### src/rtl/pclamp_pkg.sv
package pclamp_pkg;

    localparam int unsigned PIX_W = 12;
    localparam int unsigned NCH   = 3;

    typedef logic [PIX_W-1:0] chan_t;

    typedef struct packed {
        chan_t lo;
        chan_t hi;
    } lim_t;

    // Format code values
    localparam logic [2:0] FC_NONE  = 3'd0;
    localparam logic [2:0] FC_D8    = 3'd1;
    localparam logic [2:0] FC_D10   = 3'd2;
    localparam logic [2:0] FC_D12   = 3'd3;
    localparam logic [2:0] FC_PROG  = 3'd7;

    localparam chan_t PROG_LO_RST = chan_t'(16);
    localparam chan_t PROG_HI_RST = chan_t'(4079);

    // Limited range of a given output depth, left-aligned on the bus
    function automatic lim_t depth_limits(input int unsigned depth);
        lim_t l;
        int unsigned up;
        int unsigned lo_n;
        int unsigned hi_n;
        up   = depth - 8;
        lo_n = 16  << up;
        hi_n = 235 << up;
        l.lo = chan_t'(lo_n << (PIX_W - depth));
        l.hi = chan_t'(hi_n << (PIX_W - depth));
        return l;
    endfunction

    function automatic chan_t clamp_one(input chan_t v, input lim_t l);
        if (v < l.lo)      return l.lo;
        else if (v > l.hi) return l.hi;
        else               return v;
    endfunction

endpackage

### src/rtl/pclamp_bounds.sv
module pclamp_bounds
    import pclamp_pkg::*;
(
    input  logic                clk,
    input  logic                rst,
    input  logic                wr,
    input  lim_t [NCH-1:0]      lim_in,
    output lim_t [NCH-1:0]      lim_q
);

    for (genvar c = 0; c < NCH; c++) begin : g_ch
        always_ff @(posedge clk) begin
            if (rst) begin
                lim_q[c].lo <= PROG_LO_RST;
                lim_q[c].hi <= PROG_HI_RST;
            end else if (wr) begin
                lim_q[c] <= lim_in[c];
            end
        end

        // defaults present right after reset
        a_r7_reset_default: assert property (@(posedge clk)
            rst |=> (lim_q[c].lo == PROG_LO_RST && lim_q[c].hi == PROG_HI_RST));

        // a load stores the presented bounds
        a_r8_load: assert property (@(posedge clk) disable iff (rst)
            wr |=> (lim_q[c] == $past(lim_in[c])));

        // without a load the bounds do not move
        a_r8_hold: assert property (@(posedge clk) disable iff (rst)
            !wr |=> $stable(lim_q[c]));
    end

endmodule

### src/rtl/pclamp_select.sv
module pclamp_select
    import pclamp_pkg::*;
(
    input  logic                en,
    input  logic [2:0]          code,
    input  lim_t [NCH-1:0]      prog,
    output logic                act,
    output lim_t [NCH-1:0]      lim_sel
);

    localparam lim_t L8  = depth_limits(8);
    localparam lim_t L10 = depth_limits(10);
    localparam lim_t L12 = depth_limits(12);

    always_comb begin
        act = 1'b0;
        for (int c = 0; c < NCH; c++) begin
            lim_sel[c].lo = '0;
            lim_sel[c].hi = '1;
        end
        if (en) begin
            unique case (code)
                FC_D8: begin
                    act = 1'b1;
                    for (int c = 0; c < NCH; c++) lim_sel[c] = L8;
                end
                FC_D10: begin
                    act = 1'b1;
                    for (int c = 0; c < NCH; c++) lim_sel[c] = L10;
                end
                FC_D12: begin
                    act = 1'b1;
                    for (int c = 0; c < NCH; c++) lim_sel[c] = L12;
                end
                FC_PROG: begin
                    act     = 1'b1;
                    lim_sel = prog;
                end
                default: act = 1'b0;
            endcase
        end
    end

endmodule

### src/rtl/pclamp_lane.sv
module pclamp_lane
    import pclamp_pkg::*;
(
    input  logic   act,
    input  lim_t   lim,
    input  chan_t  din,
    output chan_t  dout
);

    assign dout = act ? clamp_one(din, lim) : din;

endmodule

### src/rtl/pix_range_clamp.sv
module pix_range_clamp
    import pclamp_pkg::*;
(
    input  logic                clk,
    input  logic                rst,
    input  logic                i_valid,
    input  logic [PIX_W-1:0]    i_r,
    input  logic [PIX_W-1:0]    i_g,
    input  logic [PIX_W-1:0]    i_b,
    input  logic                clamp_en,
    input  logic [2:0]          fmt_code,
    input  logic                bnd_wr,
    input  logic [PIX_W-1:0]    lo_r,
    input  logic [PIX_W-1:0]    hi_r,
    input  logic [PIX_W-1:0]    lo_g,
    input  logic [PIX_W-1:0]    hi_g,
    input  logic [PIX_W-1:0]    lo_b,
    input  logic [PIX_W-1:0]    hi_b,
    output logic                o_valid,
    output logic [PIX_W-1:0]    o_r,
    output logic [PIX_W-1:0]    o_g,
    output logic [PIX_W-1:0]    o_b
);

    localparam lim_t FIX = depth_limits(8);

    lim_t [NCH-1:0]  bnd_in;
    lim_t [NCH-1:0]  bnd_q;
    lim_t [NCH-1:0]  lim_sel;
    chan_t [NCH-1:0] din;
    chan_t [NCH-1:0] dcl;
    chan_t [NCH-1:0] dq;
    logic            act;

    assign bnd_in[0] = '{lo: lo_r, hi: hi_r};
    assign bnd_in[1] = '{lo: lo_g, hi: hi_g};
    assign bnd_in[2] = '{lo: lo_b, hi: hi_b};
    assign din[0] = i_r;
    assign din[1] = i_g;
    assign din[2] = i_b;

    pclamp_bounds u_bounds (
        .clk    (clk),
        .rst    (rst),
        .wr     (bnd_wr),
        .lim_in (bnd_in),
        .lim_q  (bnd_q)
    );

    pclamp_select u_sel (
        .en      (clamp_en),
        .code    (fmt_code),
        .prog    (bnd_q),
        .act     (act),
        .lim_sel (lim_sel)
    );

    for (genvar c = 0; c < NCH; c++) begin : g_lane
        pclamp_lane u_lane (
            .act  (act),
            .lim  (lim_sel[c]),
            .din  (din[c]),
            .dout (dcl[c])
        );
    end

    always_ff @(posedge clk) begin
        if (rst) begin
            o_valid <= 1'b0;
            dq      <= '0;
        end else begin
            o_valid <= i_valid;
            if (i_valid) dq <= dcl;
        end
    end

    assign o_r = dq[0];
    assign o_g = dq[1];
    assign o_b = dq[2];

    // cleared outputs after reset
    a_r1_reset_clear: assert property (@(posedge clk)
        rst |=> (!o_valid && o_r == '0 && o_g == '0 && o_b == '0));

    // valid delayed by one cycle
    a_r2_valid_rise: assert property (@(posedge clk) disable iff (rst)
        i_valid |=> o_valid);
    a_r2_valid_low: assert property (@(posedge clk) disable iff (rst)
        !i_valid |=> !o_valid);

    // enable low is a plain delay
    a_r3_bypass: assert property (@(posedge clk) disable iff (rst)
        (i_valid && !clamp_en) |=>
            (o_r == $past(i_r) && o_g == $past(i_g) && o_b == $past(i_b)));

    // codes without a clamp meaning pass through
    a_r4_no_clamp_codes: assert property (@(posedge clk) disable iff (rst)
        (i_valid && clamp_en && (fmt_code == 3'd0 || fmt_code == 3'd4 ||
                                 fmt_code == 3'd5 || fmt_code == 3'd6)) |=>
            (o_r == $past(i_r) && o_g == $past(i_g) && o_b == $past(i_b)));

    // fixed limited range holds on every channel
    a_r5_fixed_range: assert property (@(posedge clk) disable iff (rst)
        (i_valid && clamp_en && (fmt_code == 3'd1 || fmt_code == 3'd2 || fmt_code == 3'd3)) |=>
            (o_r >= FIX.lo && o_r <= FIX.hi && o_g >= FIX.lo && o_g <= FIX.hi &&
             o_b >= FIX.lo && o_b <= FIX.hi));

    // in-range values are untouched
    a_r9_inside_kept: assert property (@(posedge clk) disable iff (rst)
        (i_valid && clamp_en && fmt_code == 3'd1 && i_g >= FIX.lo && i_g <= FIX.hi) |=>
            (o_g == $past(i_g)));

    // programmable bounds respected on red
    a_r6_prog_red: assert property (@(posedge clk) disable iff (rst)
        (i_valid && clamp_en && fmt_code == 3'd7 && bnd_q[0].lo <= bnd_q[0].hi) |=>
            (o_r >= $past(bnd_q[0].lo) && o_r <= $past(bnd_q[0].hi)));

    // data holds while nothing is accepted
    a_r10_hold: assert property (@(posedge clk) disable iff (rst)
        !i_valid |=> ($stable(o_r) && $stable(o_g) && $stable(o_b)));

endmodule

### config.mk
export PLATFORM = sky130hd
export DESIGN_NAME = pix_range_clamp
export DESIGN_NICKNAME = d
export VERILOG_FILES = /design/src/rtl/pclamp_pkg.sv /design/src/rtl/pclamp_bounds.sv /design/src/rtl/pclamp_select.sv /design/src/rtl/pclamp_lane.sv /design/src/rtl/pix_range_clamp.sv
export SDC_FILE = /design/constraint.sdc
export NUM_CORES = 1
export LEC_CHECK = 0
export ABC_AREA = 1
export ABC_CLOCK_PERIOD_IN_PS = 4000
export BUFFER_PORTS_ARGS = -buffer_cell sky130_fd_sc_hd__buf_2
export CAP_MARGIN = 20
export CORE_UTILIZATION = 60
export DETAILED_ROUTE_END_ITERATION = 8
export GPL_TIMING_DRIVEN = 0
export MAX_ROUTING_LAYER = met4
export PLACE_DENSITY_LB_ADDON = 0.05
export SETUP_SLACK_MARGIN = 0.2
export SKIP_LAST_GASP = 1
export SLEW_MARGIN = 0
export SYNTH_ARGS = -nofsm -noshare
export SYNTH_HDL_FRONTEND = slang
export SYNTH_SLANG_ARGS = --single-unit
### constraint.sdc
create_clock -name clk -period 4 [get_ports clk]
set_clock_uncertainty 0.2 [all_clocks]
set_input_delay 0.2 -clock clk [delete_from_list [all_inputs] [get_ports clk]]
set_output_delay 0.2 -clock clk [all_outputs]
set_load 0.05 [all_outputs]
==> metrics.md <==
| Metric | Value |
|---|---|
| Slowest cell on the critical path | `clkbuf_1` |
| Die Outline Area | `12,940 um2` |
| Reg area | `2182 um2` |
| Unique masters post-synth | `24` |
| Ratio of routed vias to standard cells | `5.397` |
| Max Freq | `about 0.3 GHz` |
| Final #Nets | `1,636` |
| Total GRT Usage | `40.80%` |
| Fraction of registers with async set/reset | `0%` |
| Final count of hold timing violations | `0` |
| Synthesized cell area | `roughly 7500 um2` |
| Number of levels the H-tree was split into | `3` |
| Post-route cell area | `9512 um2` |
| Setup violation total in the final timing report | `0` |
| Avg Synthesized Cell Area | `6.159 um2` |
| Endpoint arrival time on the critical path | `3.36 ns` |
| Via count of the first global-routing pass | `8,286` |
| Pre-antenna DRT Iters | `5` |
| Count of antenna-violating nets left after detailed routing | `0` |
| Final setup TNS | `0 ns` |
| Max FO, Critical Path | `10` |
| Type of element capturing the critical path | `flip-flop` |
| Longest Clk Path Bufs | `2` |
| Final Instance Count excl. Fillers | `1,627` |
| Remaining design rule violation count | `0` |
| Startpoint class of the critical path | `input port` |
| Die boundary width | `113.8 um` |
| Final RePlAce weighted congestion | `between 1 and 1.5` |
| Period minus WS final | `between 3 and 4 ns` |
| P_sw | `0.9928 mW` |
| Overflow after GRT | `0` |
| Category of cells accounting for the largest share of critical-path delay | `buffers and inverters` |
| Final worst path period share | `81.44%` |
| Result of the run | `completed` |
| Gate count of the mapped netlist | `1,217` |
| Clock transition at the registers of the reported paths | `0.08 ns` |
| Count of buffering cells on the critical path with inverters included | `8` |
| Worst setup slack after layout | `about 0.74 ns` |
| Area used by multi-input combinational logic | `4593 um2` |
| Max Cap Viol | `0` |
| Dominant cells by area after synthesis | `dfxtp_1, nand2_1, ha_1` |
| Switching Share | `33.98%` |
| Seq/Total Area, Yosys | `29.11%` |
| Initial core utilization | `~62%` |
| Worst-case hold slack | `around 0.0012 ns` |
| Port-buffer cells | `150` |
| Stage delay of the slowest cell on the critical path | `0.56 ns` |
| Worst slack at placement | `0.5324 ns` |
| Routed length per placed instance | `15.40 um` |
| Ratio of cells with drive above 1 in the final layout | `13.67%` |
| Syn_nets | `1,402` |
| Post-detailed-placement half-perimeter wirelength | `17.48 mm` |
| Hold-fix buffers, CTS | `73` |
| Vert. Die Dim | `113.8 um` |
| Number of synthesized flops with an enable pin | `0` |
| Data required time at the worst endpoint | `4.10 ns` |
| Cells along the critical path | `buf_2 -> nand2_1 -> nor2_4 -> inv_2 -> nor2_8 -> inv_2 -> clkbuf_1 -> or2_1 -> inv_1 -> ha_1 -> nand2_1 -> inv_1 -> nand2_1 -> inv_1 -> nand2_1 -> clkbuf_1 -> nand3_1 -> nand2_1 -> nand2_1 -> nand2_1 -> nand2_1 -> a21oi_1` |
| Yosys warning total | `0` |
| Worst Hold Class | `in -> reg` |
| Clock root buffer | `clkbuf_16` |
| Post-cts gate resize count | `0` |
| Count of standard-cell rows | `40` |
| Cell seen most often among critical-path stages | `nand2_1` |
| Most repeated cell in the gate-level netlist after synthesis | `nand2_1` |
| Final count of pins violating max slew | `0` |
| Number of top-level pins | `153` |
| Number of buffers inserted by post-CTS setup repair | `0` |
| Final total power | `just under 3 mW` |
| Initial antenna violation count | `2` |
| Total Wirelength | `between 20 and 30 mm` |
| Placed Cells | `1,535` |
| PD cells | `307.2 nW/um2` |
| Num CTS Buffers | `9` |
| Category of the critical setup timing path | `in -> reg` |
| Actual slew at the worst max-slew pin | `approximately 0.69 ns` |
| Source-to-sink clock delay at the later pin of the worst-skew pair | `roughly 0.37 ns` |
| Sequential share of power | `around two fifths` |
| Iter 0 DRT Violations | `between 900 and 1,000` |
| Largest net degree at the start of global routing | `21` |
| Top-area cell type share of the netlist area | `a little under 30%` |
| Flip-flop and latch count after synthesis | `109` |
| Post-placement cell area | `between 8000 and 9000 um2` |
| Standard cell core area | `12,110 um2` |
| Clk pwr share | `33.2%` |
| Most used DFF post-synth | `dfxtp_1` |
| Worst vdd ir | `0.0002125 V` |
| Headroom to the max-slew limit | `53.87%` |
| Vias | `8,781` |
| Number of sinks handled by clock tree synthesis | `109` |
| Internal | `1.929 mW` |
| Total leakage power | `5.326 nW` |
| TritonCTS clock tree | `built` |
| Global-route wire length before repair | `around 40 mm` |
| Post-route core utilization | `between 70% and 80%` |
| Top cell type by total area after synthesis | `dfxtp_1` |
| Fill cell instance count of the final layout | `roughly 960` |
| Combinational share of power | `25.5%` |
| Setup repair after global routing missed its margin | `no` |
| Area added between synthesis and finish | `26.89%` |
| Ranking of synthesized cells by instance count | `nand2_1, inv_1, dfxtp_1` |
[sequential cells by signal (all words and copies together), names as in the netlist]
signal,cells
o_b,12
u_bounds.lim_q,72
o_g,12
o_valid,1
o_r,12
[cell usage in the layout (no fill, tap or decap), types with 2 or more instances in the layout]
cell,n
nor3_1,5
dlygate4sd3_1,73
clkbuf_16,9
inv_2,5
o21bai_1,2
buf_2,168
a21o_1,4
clkbuf_1,43
nand2_1,465
inv_6,2
nand3b_1,33
inv_1,114
a21oi_1,66
buf_1,5
ha_1,69
dfxtp_1,109
or2_2,7
nor2_1,86
o21ai_0,78
nand3_1,86
or2_1,11
diode_2,3
nand4_1,6
[layout make-up]
class | instances | area share, %
Clock buffer | 9 | 2.368
Multi-Input combinational cell | 922 | 48.29
Sequential cell | 109 | 22.94
Antenna cell | 3 | 0.07893
Buffer | 66 | 2.841
Inverter | 120 | 4.736
Clock inverter | 7 | 0.9603
Timing Repair Buffer | 223 | 15.57
Tap cell | 168 | 2.210
[per-layer routing]
metal / part of all wire, % / vias to the layer above / global-route usage, %
li1: - / 4333 / -
met5: 0 / - / -
met2: 47 / 458 / 67.85
met4: 4.3 / 0 / 19.48
met1: 41 / 3889 / 49.30
met3: 8.3 / 101 / 4.942
[kinds of logic (layout without fill, tap and decap cells)]
kind of cell	count (synthesis)	after routing	share of synthesized area, %
AND/OR/NAND/NOR	702	702	39.48
flip-flops	109	109	29.11
other	0	3	0
adder cells (fa/ha/maj)	69	69	11.52
buffers and inverters	186	425	9.614
AO/OA/AOI/OAI	151	151	10.28
[worst reg2reg max path: cells and delay by family, from the launching register on]
family          cells  cell delay [ns]
buf+inv             4             0.55
flops               1             0.35
compound gates      1             0.13
simple gates        9             1.02
fa+ha+maj           1             0.21
[power groups by stage]
stage	Combinational (mW)	Sequential [mW]	Clock (mW)
2_1_floorplan	0.355	1.31	0
5_1_grt	0.823	1.21	1.01
6_report	0.744	1.21	0.971
3_3_place_gp	0.651	1.23	0
4_1_cts	0.721	1.20	0.964
3_5_place_dp	0.663	1.23	0
[path summary, 6_finish.rpt]
path / start / end / slack (ns) / cells after the start
max reg2reg: u_bounds.lim_q[34] / o_g[8] / 1.49 / 15
min: i_g[5] / o_g[5] / 0.001 / 5
min reg2reg: u_bounds.lim_q[7] / u_bounds.lim_q[7] / 0.26 / 2
max: fmt_code[1] / o_g[8] / 0.74 / 22
Note: power is estimated with default switching activity, not from simulation.
